--- config.mk ---
export PLATFORM = sky130hd
export DESIGN_NAME = peer_doorbell
export DESIGN_NICKNAME = d
export VERILOG_FILES = /design/src/rtl/pdb_pkg.sv /design/src/rtl/pdb_decode.sv /design/src/rtl/pdb_evt.sv /design/src/rtl/pdb_regs.sv /design/src/rtl/pdb_tx.sv /design/src/rtl/peer_doorbell.sv
export SDC_FILE = /design/constraint.sdc
export NUM_CORES = 1
export LEC_CHECK = 0
export BUFFER_PORTS_ARGS = -buffer_cell sky130_fd_sc_hd__buf_2
export CAP_MARGIN = 20
export CELL_PAD_IN_SITES_DETAIL_PLACEMENT = 1
export CELL_PAD_IN_SITES_GLOBAL_PLACEMENT = 1
export CORE_MARGIN = 8
export CORE_UTILIZATION = 32
export DETAILED_ROUTE_END_ITERATION = 7
export HOLD_SLACK_MARGIN = 0.1
export PLACE_DENSITY_LB_ADDON = 0.1
export SLEW_MARGIN = 20
export SYNTH_ARGS = -nofsm -noshare
export SYNTH_HDL_FRONTEND = slang
export SYNTH_SLANG_ARGS = --single-unit
export TNS_END_PERCENT = 1
--- constraint.sdc ---
create_clock -name clk -period 1.9 [get_ports clk]
set_clock_uncertainty 0.15 [all_clocks]
set_input_delay 0.38 -clock clk [delete_from_list [all_inputs] [get_ports clk]]
set_output_delay 0.38 -clock clk [all_outputs]
set_load 0.005 [all_outputs]
--- src/rtl/pdb_pkg.sv ---
package pdb_pkg;
  localparam int REG_W   = 32;
  localparam int FIELD_W = 16;
  localparam int NREGS   = 4;

  typedef enum logic [1:0] {
    RS_MASK  = 2'd0,
    RS_FLAG  = 2'd1,
    RS_IDENT = 2'd2,
    RS_BELL  = 2'd3
  } reg_slot_e;

  typedef struct packed {
    logic [FIELD_W-1:0] dest;
    logic [FIELD_W-1:0] vec;
  } bell_word_t;
endpackage

--- src/rtl/pdb_decode.sv ---
module pdb_decode
  import pdb_pkg::*;
#(
  parameter int AW = 10
) (
  input  logic          bus_sel,
  input  logic          bus_we,
  input  logic [AW-1:0] bus_addr,
  output logic [NREGS-1:0] wr_hit,
  output logic [NREGS-1:0] rd_hit,
  output logic          rd_req
);
  localparam int WW = AW - 2;

  logic [WW-1:0] word_idx;
  assign word_idx = bus_addr[AW-1:2];
  assign rd_req   = bus_sel && !bus_we;

  for (genvar i = 0; i < NREGS; i++) begin : g_hit
    logic sel_i;
    assign sel_i     = bus_sel && (word_idx == WW'(i));
    assign wr_hit[i] = sel_i && bus_we;
    assign rd_hit[i] = sel_i && !bus_we;
  end
endmodule

--- src/rtl/pdb_evt.sv ---
module pdb_evt
  import pdb_pkg::*;
#(
  parameter int MAX_VEC = 8
) (
  input  logic               clk,
  input  logic               rst_n,
  input  logic               msg_mode,
  input  logic               evt_valid,
  input  logic [FIELD_W-1:0] evt_vector,
  output logic               flag_set,
  output logic [MAX_VEC-1:0] msg_pulse,
  output logic               vec_err
);
  localparam logic [FIELD_W-1:0] LIMIT = FIELD_W'(MAX_VEC);

  logic               msg_evt;
  logic               bad_vec;
  logic [MAX_VEC-1:0] pulse_d;

  assign msg_evt  = evt_valid && msg_mode;
  assign flag_set = evt_valid && !msg_mode;
  assign bad_vec  = msg_evt && (evt_vector >= LIMIT);

  for (genvar v = 0; v < MAX_VEC; v++) begin : g_vec
    assign pulse_d[v] = msg_evt && (evt_vector == FIELD_W'(v));
  end

  always_ff @(posedge clk) begin
    if (!rst_n) begin
      msg_pulse <= '0;
      vec_err   <= 1'b0;
    end else begin
      msg_pulse <= pulse_d;
      if (bad_vec) vec_err <= 1'b1;
    end
  end
endmodule

--- src/rtl/pdb_regs.sv ---
module pdb_regs
  import pdb_pkg::*;
(
  input  logic               clk,
  input  logic               rst_n,
  input  logic [NREGS-1:0]   wr_hit,
  input  logic [NREGS-1:0]   rd_hit,
  input  logic               rd_req,
  input  logic [REG_W-1:0]   wdata,
  input  logic               flag_set,
  input  logic               node_ready,
  input  logic [FIELD_W-1:0] node_id,
  output logic               mask_bit0,
  output logic               flag_q,
  output logic               rd_valid,
  output logic [REG_W-1:0]   rd_data
);
  logic [REG_W-1:0] mask_q;
  logic [REG_W-1:0] ident_val;
  logic [REG_W-1:0] rd_mux;

  assign mask_bit0 = mask_q[0];
  assign ident_val = node_ready ? {{(REG_W-FIELD_W){1'b0}}, node_id} : '1;

  always_comb begin
    rd_mux = '0;
    if (rd_hit[RS_MASK])  rd_mux = mask_q;
    if (rd_hit[RS_FLAG])  rd_mux = {{(REG_W-1){1'b0}}, flag_q};
    if (rd_hit[RS_IDENT]) rd_mux = ident_val;
  end

  always_ff @(posedge clk) begin
    if (!rst_n) begin
      mask_q   <= '0;
      flag_q   <= 1'b0;
      rd_valid <= 1'b0;
      rd_data  <= '0;
    end else begin
      if (wr_hit[RS_MASK]) mask_q <= wdata;
      if (flag_set)             flag_q <= 1'b1;
      else if (rd_hit[RS_FLAG]) flag_q <= 1'b0;
      rd_valid <= rd_req;
      if (rd_req) rd_data <= rd_mux;
    end
  end
endmodule

--- src/rtl/pdb_tx.sv ---
module pdb_tx
  import pdb_pkg::*;
(
  input  logic               clk,
  input  logic               rst_n,
  input  logic               bell_wr,
  input  logic [REG_W-1:0]   wdata,
  output logic               db_valid,
  output logic [FIELD_W-1:0] db_dest,
  output logic [FIELD_W-1:0] db_vector
);
  bell_word_t word_in;
  assign word_in = bell_word_t'(wdata);

  always_ff @(posedge clk) begin
    if (!rst_n) begin
      db_valid  <= 1'b0;
      db_dest   <= '0;
      db_vector <= '0;
    end else begin
      db_valid <= bell_wr;
      if (bell_wr) begin
        db_dest   <= word_in.dest;
        db_vector <= word_in.vec;
      end
    end
  end
endmodule

--- src/rtl/peer_doorbell.sv ---
module peer_doorbell
  import pdb_pkg::*;
#(
  parameter int AW      = 10,
  parameter int MAX_VEC = 8
) (
  input  logic               clk,
  input  logic               rst_n,
  input  logic               bus_sel,
  input  logic               bus_we,
  input  logic [AW-1:0]      bus_addr,
  input  logic [REG_W-1:0]   bus_wdata,
  output logic               rd_valid,
  output logic [REG_W-1:0]   rd_data,
  input  logic               node_ready,
  input  logic [FIELD_W-1:0] node_id,
  input  logic               msg_mode,
  input  logic               evt_valid,
  input  logic [FIELD_W-1:0] evt_vector,
  output logic               irq_pin,
  output logic [MAX_VEC-1:0] msg_pulse,
  output logic               vec_err,
  output logic               db_valid,
  output logic [FIELD_W-1:0] db_dest,
  output logic [FIELD_W-1:0] db_vector
);
  logic [NREGS-1:0] wr_hit;
  logic [NREGS-1:0] rd_hit;
  logic             rd_req;
  logic             flag_set;
  logic             mask_bit0;
  logic             flag_q;

  pdb_decode #(.AW(AW)) u_dec (
    .bus_sel  (bus_sel),
    .bus_we   (bus_we),
    .bus_addr (bus_addr),
    .wr_hit   (wr_hit),
    .rd_hit   (rd_hit),
    .rd_req   (rd_req)
  );

  pdb_evt #(.MAX_VEC(MAX_VEC)) u_evt (
    .clk        (clk),
    .rst_n      (rst_n),
    .msg_mode   (msg_mode),
    .evt_valid  (evt_valid),
    .evt_vector (evt_vector),
    .flag_set   (flag_set),
    .msg_pulse  (msg_pulse),
    .vec_err    (vec_err)
  );

  pdb_regs u_regs (
    .clk        (clk),
    .rst_n      (rst_n),
    .wr_hit     (wr_hit),
    .rd_hit     (rd_hit),
    .rd_req     (rd_req),
    .wdata      (bus_wdata),
    .flag_set   (flag_set),
    .node_ready (node_ready),
    .node_id    (node_id),
    .mask_bit0  (mask_bit0),
    .flag_q     (flag_q),
    .rd_valid   (rd_valid),
    .rd_data    (rd_data)
  );

  pdb_tx u_tx (
    .clk       (clk),
    .rst_n     (rst_n),
    .bell_wr   (wr_hit[RS_BELL]),
    .wdata     (bus_wdata),
    .db_valid  (db_valid),
    .db_dest   (db_dest),
    .db_vector (db_vector)
  );

  assign irq_pin = mask_bit0 & flag_q;
endmodule

==> reports/results.txt, run 1 <==
Prior to clock tree synthesis, the placed netlist has a worst setup slack of -433 ps. Counting flops and latches in the post-synthesis netlist gives 108. The floorplan has 42 rows. For this design the ratio of total power to cell area is 820 mW/mm2. The die is 133 um tall.

STA puts the critical path data required time at 2020 ps. The critical path goes through buf_2 > or4_4 > buf_6 > nor4_4 > buf_6 > buf_8 > nand3_1 > o21ai_0. The worst IR drop on VDD came out at 0.000372 V. The die covers 0.0176 mm2. The flow ran to the end, but the final reports show violations. In this run, placement finished with an instance count of 808. The run gives 0 as the number of antenna violations at the first check in global routing. The share of the yosys chip area belonging to registers came out at 0.495. The tools report the final cell count without fillers as 828. For this block, the initial DRC count from the detailed router was 189.

The final routed wire length divided by cell count is 17.1 um, and the clock-pin slew reported for the worst setup and hold paths after clock tree synthesis is 70 ps. The area share of the largest cell type after synthesis is 0.495. The post-layout utilization of the core was 0.434; the number of flops mapped to enable cells by yosys was 0. By area the synthesized netlist is led by sky130_fd_sc_hd__dfxtp_1 49%, sky130_fd_sc_hd__nand3_1 8.6%, sky130_fd_sc_hd__nand2_1 7.2%. The setup path with the least slack is of type in -> reg. The clock tree synthesis step divided the H-tree into 3 levels. The proportion of layout cells with a drive suffix above 1 is 0.368, and the diode insertion count for antenna repair is 0. The initial cell density of the core came out at 0.329. The transition time at the pin with the least slew margin works out to 484 ps. The total CTS buffers was 9; the detailed-router iteration count before antenna repair was 4.

Top-level I/O count: 157. The run gives 0 as the remaining global-route overflow. The logs give 0.00536 mm2 for the total placed instance area and 2.43 nW for the static leakage. For this run, design rule violations remaining after detail routing come to 0. The number of different library cells in the post-synthesis netlist is 34. For the final-report hold violation count, the log shows 0.

Ranked by instance count, the synthesized netlist is headed by 108 x sky130_fd_sc_hd__dfxtp_1, 84 x sky130_fd_sc_hd__nand2_1, 75 x sky130_fd_sc_hd__nand3_1. The cell type with the largest total area after synthesis was sky130_fd_sc_hd__dfxtp_1. The count of nets left with antenna violations once routing finished came out at 0.

The maximum operating frequency is 524 MHz, and the global placer's final weighted congestion is 0.780. The master cell of the clock root buffer is sky130_fd_sc_hd__clkbuf_16. The library cell appearing most often on the critical path was sky130_fd_sc_hd__buf_6. The area of the mapped netlist was 0.00437 mm2.

With fillers left out, the area of the finished cells amounts to 0.00577 mm2. For the worst hold margin, the log shows 121 ps. For the HPWL after detailed placement, the log shows 10100 um. Critical path launch point type: an input pin. CTS saw 108 sinks. The biggest cell delay along the critical path was 540 ps.

The run gives 0.678 as the remaining max-slew budget at the tightest pin. Setup violations remaining at the end of the flow were counted as 5. The number of nets in the synthesized netlist is 586. Setup repair after global routing could not meet its margin everywhere. The tools report the latest clock arrival within the worst-skew pair as 340 ps. The final clock period utilization by the worst path is 1.00.

The worst path in the final design needs a cycle of 1910 ps, including I/O delays and setup. Of all nets on the critical path, the largest fanout is 32. For the final count of pins violating max slew, the log shows 0. The logs give 4079 for the number of vias after detailed routing and 0.154 for the total routing usage reported by global routing. The min-delay analysis places its worst path in the category in -> reg. Among all flip-flop cells after synthesis, the most frequent one is sky130_fd_sc_hd__dfxtp_1. Dividing the detail-routed via count by the number of cells gives 4.93.

In the synthesized netlist, the number of instances is 505. Entering global routing, the biggest net connects 66 pins. Max-cap check violation count: 0. STA puts the critical path data arrival time at 2030 ps. The first global-routing pass estimated 22300 um of wire.

STA classifies the critical path endpoint as a flop. The fraction of registers with async set/reset was 0; the total of warnings raised by yosys was 0. In this run the deepest clock path goes through 2 buffers. Measured along the x axis, the die boundary spans 133 um. After detailed routing, the total wire length is 14200 um.

After the last flow step, the layout net total stands at 728. The synthesis-to-finish area growth was 32.1%. TritonCTS built the clock tree. The count of input and output buffers is 154. The via count of the first global-routing pass is 4194. The final reports fail on negative setup slack. The cell with the most instances after synthesis was sky130_fd_sc_hd__dfxtp_1. The logs give 0.0133 mm2 for the core region area and -8.09 ps for the slack of the critical path. The post-synthesis area per instance was 8.65 um2.

The largest individual stage delay along the critical path comes from the cell sky130_fd_sc_hd__or4_4.
worst max-delay path: cells and delay by family:
family,cells,cell delay (ps)
AO/OA/AOI/OAI,1,80
AND/OR/NAND/NOR,3,930
buffers and inverters,4,650
flip-flops by register name (all words and copies together) (netlist names):
signal	count
u_regs.mask_q	32
u_regs.rd_data	32
u_tx.db_dest	16
u_tx.db_vector	16
u_evt.msg_pulse	8
u_evt.vec_err	1
u_regs.flag_q	1
u_regs.rd_valid	1
u_tx.db_valid	1
final cells by class:
class	count	area [um2]
inverters	1	3.75
repair buffers	178	1050
well taps	176	220
multi-input cells	349	1990
fillers	1643	7530
flip-flops and latches	108	2160
clock buffers	10	229
clock inverters	6	111
metrics by stage:
stage / setup TNS [ps] / power (W)
after floorplan: -8970 / 0.00246
after global placement: -31120 / 0.00262
after detailed placement: -32450 / 0.00263
after CTS: 0 / 0.00481
after global routing: -927 / 0.00492
final: -20.4 / 0.00473
timing repair:
action | 4_1_cts | 5_1_grt
gates cloned | 0 | 2
endpoints found under the setup margin | 33 | 45
hold buffers | 1 | 0
buffers inserted | 0 | 1
hold endpoints to repair | 2 | 0
gates resized for setup | 1 | 7
pin swaps | 0 | 2
power by group:
group	switching [W]	total (W)	leakage (nW)	internal [W]
sequential	0.00000327	0.00227	0.870	0.00227
combinational	0.000191	0.000308	1.40	0.000118
clock	0.000861	0.00215	0.163	0.00129
total	0.00105	0.00473	2.43	0.00368
worst paths after layout:
check / from / end / slack, ps / depth (start not counted)
worst max-delay path: bus_addr[7] / u_tx.db_vector[7] / -8 / 8
worst min-delay path: bus_wdata[10] / u_tx.db_vector[10] / 120 / 3
worst max register to register: u_regs.mask_q[6] / u_regs.rd_data[6] / 780 / 3
worst min register to register: u_tx.db_dest[2] / u_tx.db_dest[2] / 310 / 2
placed cells by master (no fill, tap or decap), types with 2 or more instances in the layout:
| cell type | Yosys | layout |
|---|---|---|
| sky130_fd_sc_hd__nand3_2 | 8 | 8 |
| sky130_fd_sc_hd__o21ai_0 | 48 | 46 |
| sky130_fd_sc_hd__buf_2 | 5 | 153 |
| sky130_fd_sc_hd__buf_4 | 0 | 14 |
| sky130_fd_sc_hd__nand4_1 | 2 | 2 |
| sky130_fd_sc_hd__o21ai_2 | 32 | 32 |
| sky130_fd_sc_hd__dfxtp_1 | 108 | 108 |
| sky130_fd_sc_hd__bufinv_16 | 0 | 3 |
| sky130_fd_sc_hd__or4_4 | 2 | 2 |
| sky130_fd_sc_hd__buf_12 | 0 | 5 |
| sky130_fd_sc_hd__or2_2 | 2 | 2 |
| sky130_fd_sc_hd__and2_1 | 18 | 18 |
| sky130_fd_sc_hd__nand4b_1 | 2 | 2 |
| sky130_fd_sc_hd__nor2_1 | 22 | 22 |
| sky130_fd_sc_hd__nor2b_1 | 2 | 2 |
| sky130_fd_sc_hd__buf_6 | 7 | 3 |
| sky130_fd_sc_hd__nor4_1 | 6 | 5 |
| sky130_fd_sc_hd__o31ai_1 | 16 | 16 |
| sky130_fd_sc_hd__nor3_1 | 3 | 3 |
| sky130_fd_sc_hd__nand2_1 | 84 | 84 |
| sky130_fd_sc_hd__o221ai_1 | 14 | 14 |
| sky130_fd_sc_hd__clkbuf_16 | 0 | 10 |
| sky130_fd_sc_hd__a21oi_1 | 3 | 3 |
| sky130_fd_sc_hd__o21ai_1 | 0 | 2 |
| sky130_fd_sc_hd__nand3_1 | 75 | 75 |
per-layer routing:
metal,wire [um],track usage
met5,0,0
met2,5820,0.215
met4,183,0.0549
met3,843,0.0428
met1,7330,0.219
cell families (layout without fill, tap and decap cells):
kind of cell,after synthesis,count (layout),share of synthesized area
buffers and inverters,48,195,0.0553
multiplexers,1,1,0.00229
AND/OR/NAND/NOR,233,233,0.265
AO/OA/AOI/OAI,115,115,0.182
flip-flops,108,108,0.495
Power figures use the tool's default switching activity.
==> run 2, diff against run 1 <==
--- a/config.mk
+++ b/config.mk
@@ -5,12 +5,13 @@
 export SDC_FILE = /design/constraint.sdc
 export NUM_CORES = 1
 export LEC_CHECK = 0
-export BUFFER_PORTS_ARGS = -buffer_cell sky130_fd_sc_hd__buf_2
+export BUFFER_PORTS_ARGS = -buffer_cell sky130_fd_sc_hd__buf_4
 export CAP_MARGIN = 20
 export CELL_PAD_IN_SITES_DETAIL_PLACEMENT = 1
 export CELL_PAD_IN_SITES_GLOBAL_PLACEMENT = 1
 export CORE_MARGIN = 8
 export CORE_UTILIZATION = 32
+export CTS_CLUSTER_SIZE = 16
 export DETAILED_ROUTE_END_ITERATION = 7
 export HOLD_SLACK_MARGIN = 0.1
 export PLACE_DENSITY_LB_ADDON = 0.1
==> run 2 against run 1 <==
The run now ends clean. Combinational power grew 18%. Clock power shrank 10%. First-iteration DRC count grew 13%. Non-clock buffer count grew 8. Global-route usage grew 0.80 points. Sequential power is essentially flat. Count of clock-buffer cells in the layout grew 2. Final cell count grew 0.97%. Die area is the same. Cell area grew 9.7%. Critical endpoint is now u_tx.db_dest[0]. Largest cell class unchanged. Highest routed layer unchanged.
==> reports/results.txt, run 2 (synthesis results as in run 1) <==
Final clock period utilization by the worst path: 0.996 (was 1.00). Largest registers: u_regs.mask_q (32), u_regs.rd_data (32) (unchanged). The most common cell after layout, fill and taps aside was sky130_fd_sc_hd__buf_4 (was sky130_fd_sc_hd__buf_2).

The number of vias per cell is 4.97 (was 4.93). The number of antenna violations at the first check in global routing is 0 (unchanged). Top-level I/O count: 157 (unchanged). Clock-pin slew reported for the worst setup and hold paths after clock tree synthesis: 70 ps (about the same). The synthesis-to-finish area growth is 44.9% (was 32.1%).

The vertical die dimension works out to 133 um (unchanged). The worst IR drop on VDD was 0.000349 V (was 0.000372 V); the initial cell density of the core was 0.329 (unchanged). The run gives 0.758 (was 0.780) as the global placer's final weighted congestion. The latest clock arrival within the worst-skew pair came out at 340 ps (about the same).

The classification of the worst-slack hold path was in -> reg (unchanged). The run gives 0.476 (was 0.434) as the post-layout utilization of the core. Top library cells by usage in the layout, fill and taps aside: 165 x sky130_fd_sc_hd__buf_4, 108 x sky130_fd_sc_hd__dfxtp_1, 84 x sky130_fd_sc_hd__nand2_1 (was 153 x sky130_fd_sc_hd__buf_2, 108 x sky130_fd_sc_hd__dfxtp_1, 84 x sky130_fd_sc_hd__nand2_1). The top fanout value on the critical path was 16 (was 32); the diode insertion count for antenna repair was 0 (unchanged). For the total CTS buffers, the log shows 9 (unchanged). The sort of element at the end of the critical path was a flop (unchanged).

TritonCTS built the clock tree. Die width: 133 um (unchanged). The tools report the number of remaining DRC errors as 0 (unchanged). The run gives 0 (unchanged) as the post-route antenna net violation count. The number of vias after detailed routing is 4156 (was 4079), and the total power is 0.00457 W (was 0.00473 W). Setup repair after global routing could not meet its margin everywhere. The total routing usage reported by global routing is 0.162 (was 0.154), and the final count of pins violating max slew is 0 (unchanged). The number of buffers on the longest clock path is 2 (unchanged), and the via count of the first global-routing pass is 4207 (was 4194).

The total power density per cell area came out at 722 mW/mm2 (was 820 mW/mm2). The proportion of layout cells with a drive suffix above 1 came out at 0.379 (was 0.368). The maximum operating frequency came out at 528 MHz (was 524 MHz). The run finished with clean final reports. The H-tree depth reported by CTS is 3 (unchanged). The tools report the final wirelength as 15400 um (was 14200 um). The tools report the master cell of the clock root buffer as sky130_fd_sc_hd__clkbuf_16 (unchanged). The number of cells after detailed placement was 806 (was 808); the count of input and output buffers was 154 (unchanged). For the HPWL after detailed placement, the log shows 10400 um (was 10100 um).

Remaining max-slew budget at the tightest pin: 0.752 (was 0.678). The post-route cell area is 0.00633 mm2 (was 0.00577 mm2). Final routed wire length divided by cell count: 18.4 um (was 17.1 um). The logs give 42 (unchanged) for the row count and 2030 ps (was 2020 ps) for the required arrival time at the worst endpoint. For the final-report hold violation count, the log shows 0 (unchanged).

The run gives 2.56 nW (was 2.43 nW) as the static leakage. The clock net sink count is 108 (unchanged). The transition time at the pin with the least slew margin is 369 ps (was 484 ps), and the wire length of the first global-routing pass is 23300 um (was 22300 um). Clock period minus worst slack: 1890 ps (was 1910 ps). The critical path launch point type was an input pin (unchanged). The tools report the total of endpoints with negative setup slack in the final report as 0 (was 5).

The first-iteration detailed-routing DRC count came out at 214 (was 189). The tools report the max-cap check violation count as 0 (unchanged). The setup TNS was 0 ps (was -20.4 ps); the net count reported at finish was 736 (was 728). The total placed instance area was 0.00571 mm2 (was 0.00536 mm2).

The tools report the maximum number of pins on one net before global-route repair as 71 (was 66). Core region area: 0.0133 mm2 (unchanged). The remaining global-route overflow is 0 (unchanged). The logs give 2020 ps (was 2030 ps) for the worst endpoint data arrival time and 0.0176 mm2 (unchanged) for the area of the die. The type of the worst setup path is in -> reg (unchanged). The logs give 4 (unchanged) for the detailed-router iteration count before antenna repair and 836 (was 828) for the final cell count without fillers.
-- run 2: cell types whose count changed in the layout (fill, tap and decap cells not counted), sizes merged --
| cell | before | now |
|---|---|---|
| clkbuf | 11 | 18 |
| dlygate4sd3 | 1 | 5 |
| bufinv | 3 | 1 |
| buf | 176 | 175 |
| clkinv | 1 | 2 |
| inv | 2 | 1 |
-- run 2: power breakdown --
part / switching, W / internal, W
logic: 0.000195 / 0.000168
registers: 0.00000323 / 0.00227
clock network: 0.000842 / 0.00109
total: 0.00104 / 0.00353
-- run 2: worst paths after layout --
path | startpoint | to | slack [ps] | cells after the start
min reg2reg | u_tx.db_vector[9] | u_tx.db_vector[9] | 300 | 2
max | bus_addr[7] | u_tx.db_dest[0] | 7 | 8
min | bus_wdata[10] | u_tx.db_vector[10] | 120 | 3
max reg2reg | u_regs.mask_q[6] | u_regs.rd_data[6] | 780 | 3
-- run 2: metal layers --
metal	up-vias	track usage	wire length, um
met4	0	0.0599	187
met1	1946	0.230	7620
li1	2077	-	-
met2	121	0.223	6620
met3	12	0.0488	969
met5	-	0	0
-- run 2: metrics by stage --
step           setup slack (ps)  hold slack, ps
2_1_floorplan              -216             287
3_3_place_gp               -443             296
3_5_place_dp               -520             303
4_1_cts                   -19.6             101
5_1_grt                   -45.4             116
6_report                   6.83             117
-- run 2: timing repair --
item | in CTS | in global routing
resized for setup | 4 | 34
endpoints found under the setup margin | 45 | 72
gates cloned | 1 | 7
hold buffers | 5 | 0
hold endpoints to repair | 7 | 0
buffers inserted | 1 | 0
pin swaps | 1 | 4
-- run 2: critical path, stage by stage --
cell                        delay, ps
sky130_fd_sc_hd__buf_4            110
sky130_fd_sc_hd__or4_4            550
sky130_fd_sc_hd__buf_6            150
sky130_fd_sc_hd__nor4_4           210
sky130_fd_sc_hd__buf_6            240
sky130_fd_sc_hd__clkbuf_16        220
sky130_fd_sc_hd__nand3_1           80
sky130_fd_sc_hd__o21ai_1           80
-- run 2: layout make-up --
cell class              instances  area, um2
repair buffers                186       1620
clock buffers                  12        256
clock inverters                 4       47.5
fillers                      1557       6970
well taps                     176        220
flip-flops and latches        108       2160
inverters                       1       3.75
multi-input cells             349       2020
==> run 3, diff against run 2 <==
--- a/config.mk
+++ b/config.mk
@@ -10,7 +10,7 @@
 export CELL_PAD_IN_SITES_DETAIL_PLACEMENT = 1
 export CELL_PAD_IN_SITES_GLOBAL_PLACEMENT = 1
 export CORE_MARGIN = 8
-export CORE_UTILIZATION = 32
+export CORE_UTILIZATION = 38
 export CTS_CLUSTER_SIZE = 16
 export DETAILED_ROUTE_END_ITERATION = 7
 export HOLD_SLACK_MARGIN = 0.1
==> constraint.sdc (replaced) <==
create_clock -name clk -period 2.4 [get_ports clk]
set_clock_uncertainty 0.15 [all_clocks]
set_input_delay 0.48 -clock clk [delete_from_list [all_inputs] [get_ports clk]]
set_output_delay 0.48 -clock clk [all_outputs]
set_load 0.005 [all_outputs]
==> run 3 against run 2 <==
Global-route usage rose by 1.4 points. Register-to-register slack better by 540 ps. Routed wire length shrank 12%. Flip-flop and latch count did not move. Total power is 21% lower. Worst setup slack improved by 210 ps. First-iteration DRC count rose by 32%. Via count is 3.0% lower. Cell area decreased by 6.3%. Largest cell class unchanged. Hold slack improved by 79 ps. Clock power is 20% lower. Non-clock buffer count down 21.
==> reports/results.txt, run 3 (synthesis results as in run 1) <==
The library cell appearing most often on the critical path is sky130_fd_sc_hd__buf_4 (was sky130_fd_sc_hd__buf_6). The net count reported at finish was 715 (was 736); the number of buffers on the longest clock path was 2 (unchanged). The biggest cell delay along the critical path is 540 ps (was 550 ps). Post-route cell area: 0.00593 mm2 (was 0.00633 mm2). The wire length of the first global-routing pass was 21300 um (was 23300 um). The type of the worst setup path is in -> reg (unchanged). The tools report the number of cells after detailed placement as 766 (was 806).

The final clock period utilization by the worst path was 0.908; the transition time at the pin with the least slew margin was 624 ps (was 369 ps). Cell with the largest stage delay on the worst path: sky130_fd_sc_hd__or4_4 (unchanged). The clock period minus worst slack was 2180 ps; the area of the die was 0.0152 mm2 (was 0.0176 mm2).

The synthesis-to-finish area growth is 35.7% (was 44.9%), and the global placer's final weighted congestion is 0.805 (was 0.758). Sort of element at the end of the critical path: a flop (unchanged). The via count of the first global-routing pass is 4036 (was 4207). The beginning of the worst hold path is evt_vector[1] (was bus_wdata[10]). The number of antenna violations at the first check in global routing is 0 (unchanged), and the cell depth of the worst flop-to-flop path is 3 (unchanged).

For the number of remaining DRC errors, the log shows 0 (unchanged). The number of vias after detailed routing is 4031 (was 4156), and the worst endpoint data arrival time is 2280 ps (was 2020 ps). The number of vias per cell is 5.16 (was 4.97), and the die width is 123 um (was 133 um). The run gives 0.0113 mm2 (was 0.0133 mm2) as the core region area. Endpoint with the worst hold slack: u_evt.msg_pulse[0] (was u_tx.db_vector[10]).

The final cell count without fillers is 781 (was 836). The total placed instance area was 0.00562 mm2 (was 0.00571 mm2); the hold-critical path depth was 2 (was 3). The worst path buffer plus inverter count works out to 3 (was 4). The most common cell after layout, fill and taps aside was sky130_fd_sc_hd__buf_4 (unchanged). The final routed wire length divided by cell count was 17.3 um (was 18.4 um); the final wirelength was 13500 um (was 15400 um). The critical path launch point type is an input pin (unchanged). Top library cells by usage in the layout, fill and taps aside: 160 x sky130_fd_sc_hd__buf_4, 108 x sky130_fd_sc_hd__dfxtp_1, 84 x sky130_fd_sc_hd__nand2_1 (was 165 x sky130_fd_sc_hd__buf_4, 108 x sky130_fd_sc_hd__dfxtp_1, 84 x sky130_fd_sc_hd__nand2_1).

The tools report the latest clock arrival within the worst-skew pair as 340 ps (about the same). The classification of the worst-slack hold path is in -> reg (unchanged). The critical register-to-register path endpoint is u_regs.rd_data[2] (was u_regs.rd_data[6]).

The tools report the static leakage as 2.39 nW (was 2.56 nW). Master cell of the clock root buffer: sky130_fd_sc_hd__clkbuf_16 (unchanged). The most congested layer reported by global routing is met2 (was met1). The remaining max-slew budget at the tightest pin is 0.584 (was 0.752).

The initial cell density of the core was 0.386 (was 0.329); the maximum operating frequency was 459 MHz. Total power density per cell area: 607 mW/mm2 (was 722 mW/mm2). The top-level I/O count was 157 (unchanged); the final count of pins violating max slew was 0 (unchanged). The total of endpoints with negative setup slack in the final report is 0 (unchanged). The tools report the first-iteration detailed-routing DRC count as 283 (was 214). The routing usage on met3 is 0.0525 (was 0.0488). The run finished with clean final reports.

The remaining global-route overflow is 0 (unchanged), and the HPWL after detailed placement is 9860 um (was 10400 um). The maximum number of pins on one net before global-route repair is 93 (was 71), and the count of input and output buffers is 154 (unchanged). Detailed-router iteration count before antenna repair: 4 (unchanged). The count of cell instances traversed by the critical path came out at 7 (was 8).

For the total CTS buffers, the log shows 9 (unchanged). The final-report hold violation count came out at 0 (unchanged). The top fanout value on the critical path is 65 (was 16).

TritonCTS built the clock tree. For the row count, the log shows 39 (was 42). The logs give 0.176 (was 0.162) for the total routing usage reported by global routing and 0 (was 1) for the setup fix buffers added after clock tree synthesis.

Setup repair after global routing left no endpoint under its margin. The run gives 0 (unchanged) as the max-cap check violation count. Category of cells accounting for the largest share of critical-path delay: simple AND/OR/NAND/NOR gates (unchanged).

The total power came out at 0.00360 W (was 0.00457 W). The critical register-to-register path startpoint was u_regs.mask_q[2] (was u_regs.mask_q[6]). The proportion of layout cells with a drive suffix above 1 is 0.356 (was 0.379), and the internal reg-to-reg setup slack is 1320 ps (was 780 ps).

The number of buffers inserted for hold repair after clock tree synthesis is 0 (was 5), and the clock-pin slew reported for the worst setup and hold paths after clock tree synthesis is 70 ps (about the same). Largest registers: u_regs.mask_q (32), u_regs.rd_data (32) (unchanged). Worst slack at placement: -90.6 ps (was -520 ps). The H-tree depth reported by CTS came out at 3 (unchanged). For the diode insertion count for antenna repair, the log shows 0 (unchanged). The tools report the worst IR drop on VDD as 0.000298 V (was 0.000349 V). The tools report the number of gates resized after CTS as 0 (was 4). Required arrival time at the worst endpoint: 2500 ps (was 2030 ps). The tools report the clock net sink count as 108 (unchanged). Met2 track utilization from global routing: 0.259 (was 0.223). The logs give 0 (unchanged) for the post-route antenna net violation count and 0.243 (was 0.230) for the fraction of met1 tracks used by global routing.

Slack of the critical path: 220 ps (was 6.83 ps). Crit path cell chain: buf_4 > or4_4 > buf_4 > nor4_2 > buf_12 > nand3_1 > o21ai_0 (was buf_4 > or4_4 > buf_6 > nor4_4 > buf_6 > clkbuf_16 > nand3_1 > o21ai_1). The vertical die dimension was 123 um (was 133 um).
## run 3: cell types whose count changed in the layout (fill, tap and decap cells not counted), moves of 5 or more
cell,delta
sky130_fd_sc_hd__nand3_2,-6
sky130_fd_sc_hd__buf_4,-5
sky130_fd_sc_hd__clkbuf_16,-6
sky130_fd_sc_hd__o21ai_0,+25
sky130_fd_sc_hd__nand3_1,+6
sky130_fd_sc_hd__dlygate4sd3_1,-5
sky130_fd_sc_hd__o21ai_1,-25
## run 3: metrics by stage
| step | util | TNS [ps] | hold WS (ps) |
|---|---|---|---|
| finish | 0.523 | 0 | 197 |
| global route | 0.523 | 0 | 192 |
| CTS | 0.523 | 0 | 184 |
| detailed placement | 0.496 | -1580 | 304 |
| global placement | 0.496 | -547 | 297 |
| floorplan | - | 0 | 287 |
## run 3: how the worst max path moves through the flow
stage | startpoint | end | slack (ps)
finish | bus_addr[7] | u_tx.db_vector[6] | 220
floorplan | bus_addr[7] | u_regs.mask_q[21] | 180
global route | bus_addr[7] | u_tx.db_vector[3] | 150
CTS | bus_addr[7] | u_tx.db_vector[6] | 230
global placement | bus_addr[7] | u_tx.db_vector[5] | -30
detailed placement | bus_addr[7] | u_tx.db_vector[6] | -90
## run 3: where the power goes
group | leakage (nW) | internal, W | switching (W)
sequential | 0.870 | 0.00180 | 0.00000259
clock | 0.148 | 0.000906 | 0.000634
combinational | 1.37 | 0.000118 | 0.000144
## run 3: layer usage
metal / wire length (um) / share of wire
met4: 110 / 0.0081
met2: 5790 / 0.43
met3: 1140 / 0.084
met1: 6500 / 0.48
met5: 0 / 0
## run 3: layout make-up
type | instances | area [um2]
multi-input cells | 349 | 1970
well taps | 143 | 179
inverters | 1 | 3.75
clock inverters | 5 | 77.6
flip-flops and latches | 108 | 2160
repair buffers | 165 | 1300
fillers | 1342 | 5400
clock buffers | 10 | 229
## run 3: worst register-to-register path, delay by kind of cell, from the launching register on
kind            cells  cell delay, ps
compound gates      2             320
flops               1             330
simple gates        1             180
